$ cat config.mk
export PLATFORM = sky130hd
export DESIGN_NAME = imm_shift_unit
export DESIGN_NICKNAME = d
export VERILOG_FILES = /design/src/rtl/isu_pkg.sv /design/src/rtl/isu_field_decode.sv /design/src/rtl/isu_shift_core.sv /design/src/rtl/isu_carry_sel.sv /design/src/rtl/imm_shift_unit.sv
export SDC_FILE = /design/constraint.sdc
export NUM_CORES = 1
export LEC_CHECK = 0
export ABC_AREA = 1
export ABC_CLOCK_PERIOD_IN_PS = 2300
export BUFFER_PORTS_ARGS = -buffer_cell sky130_fd_sc_hd__buf_2
export CAP_MARGIN = 20
export CORE_MARGIN = 4
export CORE_UTILIZATION = 45
export DETAILED_ROUTE_END_ITERATION = 8
export PLACE_DENSITY = 0.7
export SYNTH_ARGS = -nofsm -noshare
export SYNTH_HDL_FRONTEND = slang
export SYNTH_SLANG_ARGS = --single-unit
$ cat constraint.sdc
create_clock -name vclk -period 2.3
set_input_delay 0.23 -clock vclk [all_inputs]
set_output_delay 0.23 -clock vclk [all_outputs]
set_load 0.02 [all_outputs]
$ cat src/rtl/isu_pkg.sv
package isu_pkg;
  localparam int unsigned INSN_W   = 32;
  localparam int unsigned AMT_LSB  = 7;
  localparam int unsigned KIND_LSB = 5;
  localparam int unsigned IDX_LSB  = 0;
  localparam int unsigned IDX_W    = 4;

  typedef enum logic [1:0] {
    SHK_LSL = 2'd0,
    SHK_LSR = 2'd1,
    SHK_ASR = 2'd2,
    SHK_ROR = 2'd3
  } shift_kind_e;
endpackage

$ cat src/rtl/isu_field_decode.sv
module isu_field_decode
  import isu_pkg::*;
#(
  parameter int unsigned XLEN = 32,
  localparam int unsigned SHW = $clog2(XLEN)
) (
  input  logic [INSN_W-1:0] insn_i,
  output logic [SHW-1:0]    amt_o,
  output shift_kind_e       kind_o,
  output logic [IDX_W-1:0]  idx_o
);
  assign amt_o  = insn_i[AMT_LSB +: SHW];
  assign kind_o = shift_kind_e'(insn_i[KIND_LSB +: 2]);
  assign idx_o  = insn_i[IDX_LSB +: IDX_W];
endmodule

$ cat src/rtl/isu_shift_core.sv
module isu_shift_core
  import isu_pkg::*;
#(
  parameter int unsigned XLEN = 32,
  localparam int unsigned SHW = $clog2(XLEN)
) (
  input  logic [XLEN-1:0] x_i,
  input  logic [SHW-1:0]  amt_i,
  input  shift_kind_e     kind_i,
  input  logic            carry_i,
  output logic [XLEN-1:0] res_o,
  output logic            cout_o
);
  // Left shifts are done as a right rotate by the two's complement amount
  logic [SHW-1:0] rot_amt;
  assign rot_amt = (kind_i == SHK_LSL) ? (~amt_i + 1'b1) : amt_i;

  logic [XLEN-1:0] stage [SHW+1];
  assign stage[0] = x_i;
  for (genvar s = 0; s < SHW; s++) begin : g_rot
    localparam int unsigned D = 1 << s;
    assign stage[s+1] = rot_amt[s] ? {stage[s][D-1:0], stage[s][XLEN-1:D]} : stage[s];
  end

  logic [XLEN-1:0] rot, lsr_mask, lsl_mask;
  logic            sign, zero_amt;
  logic [SHW-1:0]  lo_idx, hi_idx;
  assign rot      = stage[SHW];
  assign lsr_mask = {XLEN{1'b1}} >> amt_i;
  assign lsl_mask = {XLEN{1'b1}} << amt_i;
  assign sign     = x_i[XLEN-1];
  assign zero_amt = (amt_i == '0);
  assign lo_idx   = amt_i - 1'b1;
  assign hi_idx   = ~amt_i + 1'b1;

  always_comb begin
    res_o  = x_i;
    cout_o = carry_i;
    unique case (kind_i)
      SHK_LSL: if (!zero_amt) begin
        res_o  = rot & lsl_mask;
        cout_o = x_i[hi_idx];
      end
      SHK_LSR: if (zero_amt) begin
        res_o  = '0;
        cout_o = sign;
      end else begin
        res_o  = rot & lsr_mask;
        cout_o = x_i[lo_idx];
      end
      SHK_ASR: if (zero_amt) begin
        res_o  = {XLEN{sign}};
        cout_o = sign;
      end else begin
        res_o  = (rot & lsr_mask) | ({XLEN{sign}} & ~lsr_mask);
        cout_o = x_i[lo_idx];
      end
      SHK_ROR: if (zero_amt) begin
        res_o  = {carry_i, x_i[XLEN-1:1]};
        cout_o = x_i[0];
      end else begin
        res_o  = rot;
        cout_o = rot[XLEN-1];
      end
      default: ;
    endcase
  end
endmodule

$ cat src/rtl/isu_carry_sel.sv
module isu_carry_sel (
  input  logic raw_i,
  input  logic carry_i,
  input  logic en_i,
  output logic carry_o
);
  assign carry_o = en_i ? raw_i : carry_i;
endmodule

$ cat src/rtl/imm_shift_unit.sv
module imm_shift_unit
  import isu_pkg::*;
#(
  parameter int unsigned XLEN = 32
) (
  input  logic [INSN_W-1:0] insn_i,
  input  logic [XLEN-1:0]   value_i,
  input  logic              carry_i,
  input  logic              flag_en_i,
  output logic [IDX_W-1:0]  src_idx_o,
  output logic [XLEN-1:0]   operand_o,
  output logic              carry_o
);
  localparam int unsigned SHW = $clog2(XLEN);

  logic [SHW-1:0] amt;
  shift_kind_e    kind;
  logic           raw_carry;

  isu_field_decode #(.XLEN(XLEN)) i_dec (
    .insn_i (insn_i),
    .amt_o  (amt),
    .kind_o (kind),
    .idx_o  (src_idx_o)
  );

  isu_shift_core #(.XLEN(XLEN)) i_core (
    .x_i     (value_i),
    .amt_i   (amt),
    .kind_i  (kind),
    .carry_i (carry_i),
    .res_o   (operand_o),
    .cout_o  (raw_carry)
  );

  isu_carry_sel i_csel (
    .raw_i   (raw_carry),
    .carry_i (carry_i),
    .en_i    (flag_en_i),
    .carry_o (carry_o)
  );
endmodule

### Yosys cells after proc, flatten, opt, wreduce, memory -nomap -nowiden

Index checks and enable logic that the tools add are counted.

* register bits: 0
* bits of input ports: 66
* output and inout port bits: 37
* logic and storage cells: 38

* $add $sub $neg: 2
* magnitude comparators: 2
* eq/ne operators: 3
* shifts and indexed selects: 2
* multiplexer cells: 20
* bitwise operators: 6
* reduce and logical (&&, ||, !) cells: 3

Operators with widths (number)
* 32-bit 2-to-1 mux: 9
* 32-bit case mux with 4 select lines: 1
* 32-bit bitwise AND: 3
* 32-bit NOT: 1
* 32-bit bitwise OR: 1
* 32-bit by 5-bit left shift with 32-bit output (first input constant): 1
* 32-bit by 5-bit right shift with 32-bit output (first input constant): 1
* 5-bit by 6-bit less-than comparator with 1-bit output (second input constant): 2
* 1-bit binary-select mux with 5-bit select: 2
* 1-bit 2-to-1 mux: 6
* 5-bit by 1-bit adder with 5-bit output (second input constant): 1
* 5-bit zero test: 1
* 5-bit 2-to-1 mux: 1
* 5-bit NOT: 1
* 5-bit by 1-bit subtractor with 5-bit output (second input constant): 1
* 2-bit equality test (second input constant): 2
* 1-bit case mux with 3 select lines: 1
* 2-bit by 1-bit equality test with 1-bit output (second input constant): 1
* 2-bit zero test: 1
* 2-bit OR reduction: 1

### Longest topological paths before layout

* word-level depth: 12
* mapped depth: 22
* gate-level depth less buffers: 18

### Hierarchy

Synthesis repeated with hierarchy kept, for this count alone.

* cell total of the unflattened synthesis: 1151
* area, all modules: 5202.5 um^2

Modules (own cells, without submodules)
* isu_shift_core: instances 1, cells each 1136, area each 5104.9 um^2, sequential area each 0.0 um^2
* isu_field_decode: instances 1, cells each 11, area each 82.6 um^2, sequential area each 0.0 um^2
* isu_carry_sel: instances 1, cells each 4, area each 15.0 um^2, sequential area each 0.0 um^2

### Worst setup path after synthesis

No wires, ideal clock.

* path type: in2out
* from: input insn_i[7]
* to: output operand_o[8]
* arrival time: 2.546 ns
* data required time: 2.070 ns
* setup slack: -0.476 ns
* stages on the path: 20
* buffers on the path: 4
* cells stage by stage: buf_4 inv_2 buf_4 ha_1 ha_1 buf_2 nand2_1 o21ai_4 inv_4 buf_6 nand3_1 nand2_1 nand2_1 nand2_1 nand2_1 nand2_1 nand3_1 nand2_1 nand2_1 a21boi_1

* longest elaborated chain between the ends: 12
* elaborated cells on any way between the ends: 21
* classes of those cells: add/sub: 1; shift: 2; mux: 11; bitwise: 6; reduce/logical: 1

RTL lines
* from (decl): line imm_shift_unit.sv:6 `input logic [INSN_W-1:0] insn_i,`
* 5-bit NOT: line isu_shift_core.sv:16 `assign rot_amt = (kind_i == SHK_LSL) ? (~amt_i + 1'b1) : amt_i;`
* 5-bit by 1-bit adder with 5-bit output: line isu_shift_core.sv:16
* 5-bit 2-to-1 mux: line isu_shift_core.sv:16
* 32-bit 2-to-1 mux (5 in series): line isu_shift_core.sv:22 `assign stage[s+1] = rot_amt[s] ? {stage[s][D-1:0], stage[s][XLEN-1:D]} : stage[s];`
* 32-bit bitwise AND: line isu_shift_core.sv:48, isu_shift_core.sv:55
* 32-bit bitwise OR: line isu_shift_core.sv:55 `res_o = (rot & lsr_mask) | ({XLEN{sign}} & ~lsr_mask);`
* 32-bit 2-to-1 mux: line isu_shift_core.sv:51 `SHK_ASR: if (zero_amt) begin`
* 32-bit case mux with 4 select lines (*): line isu_shift_core.sv:39 `unique case (kind_i)`
* to (decl): line imm_shift_unit.sv:11 `output logic [XLEN-1:0] operand_o,`

Mark *: on every way between the ends. The rest lies on a longest branch, timed or not.

### Worst setup path after layout

* from: input insn_i[7]
* to: output operand_o[3]

Same word-level chain as after synthesis.

==> impl_results.md <==
* DR vias at 8352
* Routability cong. at 1.07
* DRC at 0
* WP data required at 2070 ps
* Syn Inst Count at 1092
* Initial Utilization at 45.9%
* Clock period minus worst slack at 2560 ps
* Failing checks: setup timing
* Commonest cells post-synth: nand2_1, nand3_1, inv_1, nor2_1, o211ai_1
* Final instance area at 0.00762 mm2
* Placed standard-cell area at 0.00641 mm2
* Run status: finished with violations
* Final Hold Fails at 0
* Distinct cell type count after synthesis at 31
* Vias per cell at 6.05
* Final worst path period share at 111%
* Maximum vdd drop at 0.244 mV
* Post-Route Setup TNS at -5800 ps
* Min-delay src: insn_i[1]
* Total track usage at 43.2%
* Nets@finish at 1318
* Worst-Margin Slew at 597 ps
* Ys Warns at 0
* Final cell count without fillers at 1380
* Worst-path maximum fanout at 5
* Initial drt markers at 1243
* Synth Area per Inst at 4.56 um2
* Max_slew headroom at 60.2%
* Die Y at 113 um
* FF+latch count at 0
* Hold worst-path end: src_idx_o[1]
* Top-area cell type share of the netlist area at 38.8%
* Leading post-synthesis cells by cell area: nand2_1, nand3_1, inv_1, o211ai_1, nor2_1
* Hold Slack at 460 ps
* Min-delay worst type: in -> out
* Area of the core at 0.0108 mm2
* Maximum clock rate at 0.391 GHz
* Top cell type by total area after synthesis: nand2_1
* Most common cell in the netlist: nand2_1
* TritonRoute pass-1 iters at 8
* Synth-to-layout area growth at 53.0%
* Share of post-route cells with drive strength above 1 at 38.2%
* Clk_buf instances at 0
* Final setup vio count at 33
* Max-cap violations at 0
* Critical path class: in -> out
* CP Capture Type: output pin
* Vias in the first global route at 7624
* Die X at 113 um
* Routed WL per cell at 21.1 um
* Placed insts at 1363
* Synth Cell Area at 0.00498 mm2
* I/O Pins at 103
* CP arrival at 2330 ps
* Crit start category: primary input
* Seq. cell area at 0 um2
* Fin. max-slew vios at 0
* Antenna diodes at 0
* RSZ-0062 raised after global routing: true
* Register area share after synthesis at 0%
* First-pass GRT wire length at 43200 um
* Post-route setup slack at -257 ps
* Final Util at 70.3%
* Total grt overflow at 0
* Routed WL at 29200 um
* P_leak at 0.00423 uW
* Post-route antenna net violation count at 0
* Hold Buf Count CTS at 0
* PortBufs at 74
* Largest net degree at the start of global routing at 46
* Post-detail-place hpwl at 22000 um
* Power per cell area at 356 mW/mm2
* Hold path cells at 0
* Antenna violations before repair at 0
* # fillers at 1043
* Row count at 38
* Full die area at 0.0128 mm2
* Syn Nets at 1168
[stage by stage]
step                power [uW]  setup WS, ps
floorplan                 1380          -111
global placement          2110          -331
detailed placement        2120          -367
CTS                       2420          -218
global route              2880          -350
finish                    2710          -257
[cell usage in the layout, fill, tap and decap left out, types with 2 or more instances in the layout]
| master | n |
|---|---|
| a21boi_4 | 3 |
| a21oi_1 | 24 |
| a21oi_2 | 9 |
| buf_12 | 11 |
| buf_16 | 4 |
| buf_2 | 45 |
| buf_4 | 129 |
| buf_6 | 22 |
| buf_8 | 2 |
| clkbuf_16 | 3 |
| ha_1 | 6 |
| ha_4 | 4 |
| inv_1 | 77 |
| inv_2 | 8 |
| inv_4 | 3 |
| inv_6 | 2 |
| nand2_1 | 404 |
| nand2_2 | 101 |
| nand2_4 | 14 |
| nand3_1 | 137 |
| nand3_2 | 77 |
| nand3_4 | 4 |
| nor2_1 | 32 |
| nor2_2 | 14 |
| nor2_4 | 6 |
| o211ai_1 | 37 |
| o21ai_0 | 32 |
| o21ai_1 | 6 |
| o21ai_2 | 7 |
| o21ai_4 | 3 |
| o22ai_1 | 4 |
[timing repair]
action	CTS	global route
gates cloned	4	3
pin swaps	53	25
setup buffers	9	2
gates resized for setup	164	108
endpoints found under the setup margin	33	33
[final cells by class]
class,instances,area (um2),share of cell area (%)
Inverter,92,367,4.81
Multi-Input combinational cell,932,5200,68.3
Tap cell,140,175,2.30
Timing Repair Buffer,216,1880,24.6
[worst max-delay path by stage]
stage               from  slack (ps)  cells past startpoint            end
6_report       insn_i[7]        -260                     20   operand_o[3]
5_1_grt        insn_i[7]        -350                     20  operand_o[27]
4_1_cts        insn_i[8]        -220                     19  operand_o[12]
3_5_place_dp   insn_i[8]        -370                     18        carry_o
3_3_place_gp   insn_i[8]        -330                     18        carry_o
2_1_floorplan  insn_i[7]        -110                     19   operand_o[2]
[per-layer routing]
| metal | wire length (um) | GRT usage (%) | up-vias |
|---|---|---|---|
| met5 | 0 | 0 | - |
| li1 | - | - | 3837 |
| met2 | 11900 | 63.4 | 663 |
| met3 | 4150 | 11.0 | 121 |
| met1 | 11300 | 58.9 | 3731 |
| met4 | 1880 | 20.3 | 0 |
[report_power, final]
group	internal (uW)	switching (uW)	total [uW]
logic	1000	1710	2710
registers	0	0	0
clock network	0	0	0
[logic make-up (layout without fill, tap and decap cells)]
group,count (synthesis),count (layout),synth area share [%]
simple gates,792,792,66.6
fa+ha+maj,10,10,2.51
compound gates,129,129,15.6
xor+xnor,1,1,0.176
buf+inv,160,308,15.1
[worst max-delay path: stages]
cell and delay, ps:
buf_8 80, inv_6 30, ha_4 170, ha_4 280, nand2_4 50, o21ai_4 110
inv_6 90, buf_4 150, buf_6 130, nand3_2 80, nand2_2 90, nand2_2 90
nand3_2 130, nand3_1 120, o21ai_0 90, nand2_1 90, nand2_1 50, nand2_1 70
nand2_2 40, buf_2 150
No activity file was read; power rests on OpenSTA's default activity.
